<file path="src/rtl/gdes_pkg.sv">
package gdes_pkg;

  localparam int unsigned DEF_GROUP_W    = 6;
  localparam int unsigned DEF_NUM_GROUPS = 4;
  localparam int unsigned DEF_SYNC_STG   = 2;

  // Strobes from control to datapath
  typedef struct packed {
    logic clear;    // drop partial word
    logic capture;  // store synchronized group into selected slice
    logic finish;   // this capture completes the word
  } gdesCtl_t;

endpackage

</file>
<file path="src/rtl/gdes_sync.sv">
module gdes_sync #(
  parameter int unsigned W       = 1,
  parameter int unsigned STAGES  = 2,
  parameter logic        RST_BIT = 1'b0
) (
  input  logic         clk,
  input  logic         rst,
  input  logic [W-1:0] d,
  output logic [W-1:0] q
);

  logic [W-1:0] stage [STAGES];

  always_ff @(posedge clk) begin
    if (rst) begin
      for (int i = 0; i < int'(STAGES); i++) stage[i] <= {W{RST_BIT}};
    end else begin
      stage[0] <= d;
      for (int i = 1; i < int'(STAGES); i++) stage[i] <= stage[i-1];
    end
  end

  assign q = stage[STAGES-1];

endmodule

</file>
<file path="src/rtl/gdes_ctrl.sv">
module gdes_ctrl
  import gdes_pkg::*;
#(
  parameter int unsigned NUM_GROUPS = DEF_NUM_GROUPS,
  parameter int unsigned CNT_W      = 2
) (
  input  logic             clk,
  input  logic             rst,
  input  logic             resync,
  input  logic             stbSync,
  output gdesCtl_t         ctl,
  output logic [CNT_W-1:0] slot
);

  localparam logic [CNT_W-1:0] LAST = CNT_W'(NUM_GROUPS - 1);

  logic             prevStb;
  logic             rise;
  logic [CNT_W-1:0] grpCnt;

  // History resets high so a resting-high strobe is not a rise
  always_ff @(posedge clk) begin
    if (rst) prevStb <= 1'b1;
    else     prevStb <= stbSync;
  end

  assign rise        = stbSync & ~prevStb;
  assign ctl.clear   = resync;
  assign ctl.capture = rise & ~resync;
  assign ctl.finish  = ctl.capture & (grpCnt == LAST);
  assign slot        = grpCnt;

  always_ff @(posedge clk) begin
    if (rst || resync) begin
      grpCnt <= '0;
    end else if (ctl.capture) begin
      grpCnt <= (grpCnt == LAST) ? '0 : grpCnt + 1'b1;
    end
  end

  p_cnt_after_reset_r1: assert property (@(posedge clk) disable iff (rst)
    $past(rst) |-> (grpCnt == '0));

  p_cnt_advance_r8: assert property (@(posedge clk) disable iff (rst)
    ctl.capture |=> (grpCnt == (($past(grpCnt) == LAST) ? '0 : CNT_W'($past(grpCnt) + 1'b1))));

  p_resync_cnt_r7: assert property (@(posedge clk) disable iff (rst)
    $past(resync) |-> (grpCnt == '0));

endmodule

</file>
<file path="src/rtl/gdes_dpath.sv">
module gdes_dpath
  import gdes_pkg::*;
#(
  parameter int unsigned GROUP_W    = DEF_GROUP_W,
  parameter int unsigned NUM_GROUPS = DEF_NUM_GROUPS,
  parameter int unsigned CNT_W      = 2
) (
  input  logic                          clk,
  input  logic                          rst,
  input  gdesCtl_t                      ctl,
  input  logic [CNT_W-1:0]              slot,
  input  logic [GROUP_W-1:0]            dataSync,
  output logic [GROUP_W*NUM_GROUPS-1:0] wordOut,
  output logic                          wordValid
);

  localparam int unsigned WORD_W = GROUP_W * NUM_GROUPS;

  logic [WORD_W-1:0] asmReg;
  wire  [WORD_W-1:0] nextWord;

  // The selected slice takes the new group, the others keep their value
  for (genvar g = 0; g < int'(NUM_GROUPS); g++) begin : gSlice
    localparam logic [CNT_W-1:0] IDX = CNT_W'(g);
    assign nextWord[g*GROUP_W +: GROUP_W] =
      (slot == IDX) ? dataSync : asmReg[g*GROUP_W +: GROUP_W];
  end

  always_ff @(posedge clk) begin
    if (rst || ctl.clear) asmReg <= '0;
    else if (ctl.capture) asmReg <= nextWord;
  end

  always_ff @(posedge clk) begin
    if (rst) begin
      wordOut   <= '0;
      wordValid <= 1'b0;
    end else begin
      wordValid <= ctl.finish;
      if (ctl.finish) wordOut <= nextWord;
    end
  end

  p_valid_one_cycle_r5: assert property (@(posedge clk) disable iff (rst)
    wordValid |=> !wordValid);

  p_valid_from_finish_r5: assert property (@(posedge clk) disable iff (rst)
    ctl.finish |=> wordValid);

  p_out_stable_r6: assert property (@(posedge clk) disable iff (rst)
    !wordValid |-> $stable(wordOut));

  p_resync_asm_r7: assert property (@(posedge clk) disable iff (rst)
    $past(ctl.clear) |-> (asmReg == '0));

endmodule

</file>
<file path="src/rtl/gdes_top.sv">
module gdes_top
  import gdes_pkg::*;
#(
  parameter int unsigned GROUP_W    = DEF_GROUP_W,
  parameter int unsigned NUM_GROUPS = DEF_NUM_GROUPS,
  parameter int unsigned SYNC_STG   = DEF_SYNC_STG
) (
  input  logic                          clk,
  input  logic                          rst,
  input  logic                          resync,
  input  logic                          strobeIn,
  input  logic [GROUP_W-1:0]            dataIn,
  output logic [GROUP_W*NUM_GROUPS-1:0] wordOut,
  output logic                          wordValid
);

  localparam int unsigned CNT_W = (NUM_GROUPS > 1) ? $clog2(NUM_GROUPS) : 1;

  logic               stbSync;
  logic [GROUP_W-1:0] dataSync;
  gdesCtl_t           ctl;
  logic [CNT_W-1:0]   slot;

  gdes_sync #(.W(1), .STAGES(SYNC_STG), .RST_BIT(1'b1)) u_stbSync (
    .clk(clk), .rst(rst), .d(strobeIn), .q(stbSync)
  );

  gdes_sync #(.W(GROUP_W), .STAGES(SYNC_STG), .RST_BIT(1'b0)) u_dataSync (
    .clk(clk), .rst(rst), .d(dataIn), .q(dataSync)
  );

  gdes_ctrl #(.NUM_GROUPS(NUM_GROUPS), .CNT_W(CNT_W)) u_ctrl (
    .clk(clk), .rst(rst), .resync(resync), .stbSync(stbSync),
    .ctl(ctl), .slot(slot)
  );

  gdes_dpath #(.GROUP_W(GROUP_W), .NUM_GROUPS(NUM_GROUPS), .CNT_W(CNT_W)) u_dpath (
    .clk(clk), .rst(rst), .ctl(ctl), .slot(slot), .dataSync(dataSync),
    .wordOut(wordOut), .wordValid(wordValid)
  );

endmodule

</file>
<file path="config.mk">
export PLATFORM = sky130hd
export DESIGN_NAME = gdes_top
export DESIGN_NICKNAME = d
export VERILOG_FILES = /design/src/rtl/gdes_pkg.sv /design/src/rtl/gdes_sync.sv /design/src/rtl/gdes_ctrl.sv /design/src/rtl/gdes_dpath.sv /design/src/rtl/gdes_top.sv
export SDC_FILE = /design/constraint.sdc
export NUM_CORES = 1
export LEC_CHECK = 0
export BUFFER_PORTS_ARGS = -buffer_cell sky130_fd_sc_hd__buf_2
export CORE_MARGIN = 4
export CORE_UTILIZATION = 45
export DETAILED_ROUTE_END_ITERATION = 8
export REMOVE_ABC_BUFFERS = 1
export SYNTH_ARGS = -nofsm -noshare
export SYNTH_HDL_FRONTEND = slang
export SYNTH_HIERARCHICAL = 1
export SYNTH_SLANG_ARGS = --single-unit
</file>
<file path="constraint.sdc">
create_clock -name clk -period 1.9 [get_ports clk]
set_input_delay 0.38 -clock clk [delete_from_list [all_inputs] [get_ports clk]]
set_output_delay 0.38 -clock clk [all_outputs]
set_load 0.05 [all_outputs]
</file>
==> metrics <==
status complete, no violations; PwrDens slightly below 900 nW/um^2; post-route ant nets 0; worst skew pair latency about 340 ps; Port Buf Inserts 34; Hold Worst Slack about 230 ps; num rows 29; vias per inst about 5.4; Top FF cell, synth dfxtp_1; syn_area_per_cell 10.58 um^2; endpoints failing hold 0; TritonCTS Sinks 66; most frequent cells in the layout dfxtp_1 (66), buf_2 (34), or3b_1 (32); final core utilization a little over half; Setup Viol. Count Final 0; CTS HTree Levels 3; Worst Skew approximately 7.4 ps; share of cells above drive strength 1 27.54%; vias post-DR between 2,000 and 2,500; # diodes 0; Crit path arrival time between 1500 and 2000 ps; fin. max-slew vios 0; I/O pins 35; die height 89.42 um; routed wl met3 183 um; CP max stage cell dfxtp_1; Worst EP required 2100 ps; part of the Yosys area used for sequential elements between 40% and 50%; Layout Area Growth over Synthesis 14.30%; Num CTS Buffers 9; worst setup margin between 150 and 200 ps; die area roughly 8000 um^2; max layer used met4; Synth Warn # 6; post-synthesis cell type count 30; first-pass GRT wire length between 10,000 and 15,000 um; WS Path Type reg2reg; unrepaired setup endpoints after global routing no; Final min period approximately 1700 ps; CP max FO 25; number of global-route vias before repair between 1,500 and 2,000; EDFF count, synth 0; root buffer cell clkbuf_8; Hold WC Path Type in2reg; CTS tree done; 1st-iter DRT viols approximately 110; clock slew at reported path FFs 70 ps; maximum clock insertion buffer count 2; gr usage total between 10% and 20%; WL per Instance between 15 and 20 um; most common cell after layout, fill and taps aside dfxtp_1; Async S/R FF share, synth 0%; met2 wire len between 2000 and 3000 um; Worst slew margin about two thirds; # hold bufs at CTS 0; antenna violations before repair 0; largest net degree at the start of global routing between 70 and 80; final setup TNS 0 ps; DRT met1 WL around 3100 um; crit-path cells nor2b_4, nor2b_4, and2_2, buf_4, nor4bb_1, a311oi_1; FMAX a little under 0.6 GHz; Post-Syn Area ~3000 um^2; crit path capture type flop; final worst path period share 90.15%; final WL about 6100 um; Post-Syn Instances ~280; DP Wirelength 3501 um; Max-Cap Viols 0; total power around 3 mW; routability cong. ~0.70; P_leak around 1.4 nW; VDD IR max about 0.49 mV; Pre-antenna DRT Iters 4; core footprint approximately 6400 um^2; Crit path top cell by count nor2b_4; slew of the pin with the lowest slew margin about 490 ps; drt drc 0; Synth Register Bits 66; GR Overflow Total 0; Starting Density approximately 47%; post-CTS sizing 0; die width between 80 and 90 um; crit-path max cell delay between 300 and 400 ps; Setup Fix Bufs, Post-CTS 0; Final #Nets 311; Post-Place Setup Slack around 200 ps; startpoint types flop
-- stage by stage --
stage | area [um^2] | cells
after global placement | 3158 | 366
after detailed placement | 3158 | 366
after floorplan | 2795 | 249
final | 3410 | 382
after CTS | 3410 | 382
after global routing | 3410 | 382
-- flip-flops by register name (all words and copies together) (netlist names) --
signal,flops
u_dpath/wordValid,1
u_dpath/asmReg,24
u_dpath/wordOut,24
u_dataSync/stage,12
u_ctrl/prevStb,1
u_stbSync/stage,2
u_ctrl/slot,2
-- synth_stat cells (all sizes together), types with 7 or more instances --
cell	instances	area share [%]
nor4bb	12	4.0
o21bai	12	3.0
buf	20	4.7
a311oi	24	7.0
clkbuf	13	1.6
nor2	13	1.6
nand3	7	1.3
dfxtp	66	44
or3b	37	11
mux2i	26	8.7
inv	12	1.5
nor2b	13	4.4
-- path summary, 6_finish.rpt --
kind / start / endpoint / slack, ps / cells past startpoint
worst max-delay path: u_stbSync/stage[0][1] / u_dpath/wordOut[11] / 190 / 6
worst min-delay path: strobeIn / u_stbSync/stage[0][0] / 230 / 2
worst max register to register: u_stbSync/stage[0][1] / u_dpath/wordOut[11] / 190 / 6
worst min register to register: u_stbSync/stage[0][0] / u_stbSync/stage[0][1] / 410 / 1
-- cell families after synthesis --
| group | share of synthesized area, % |
|---|---|
| buffers and inverters | 7.802 |
| flip-flops | 44.30 |
| adder cells (fa/ha/maj) | 0.4194 |
| multiplexers | 8.725 |
| AO/OA/AOI/OAI | 13.09 |
| AND/OR/NAND/NOR | 25.67 |
-- routing by layer --
metal	track usage (%)	vias up
li1	-	1053
met1	23.43	973
met2	24.31	26
met3	3.041	10
met4	8.390	0
met5	0	-
-- area by class of cell --
type | count | area [um^2]
tap | 77 | 96.34
fill | 579 | 2977
sequential | 66 | 1321
inverter | 12 | 45.04
multi-input combinational | 171 | 1430
clock buffer | 11 | 151.4
clock inverter | 5 | 100.1
timing repair buffer | 40 | 265.3
-- power by group --
| group | switching [mW] | leakage [nW] | internal, mW |
|---|---|---|---|
| Combinational | 0.0482 | 0.707 | 0.0394 |
| Sequential | 0.0101 | 0.535 | 1.40 |
| Clock | 0.531 | 0.129 | 0.939 |
-- critical path: cells and delay by family (launching register included) --
family | cells | cell delay [ps]
buffers and inverters | 1 | 250
AO/OA/AOI/OAI | 1 | 90
flip-flops | 1 | 320
AND/OR/NAND/NOR | 4 | 920
No activity file was read; power rests on OpenSTA's default activity.
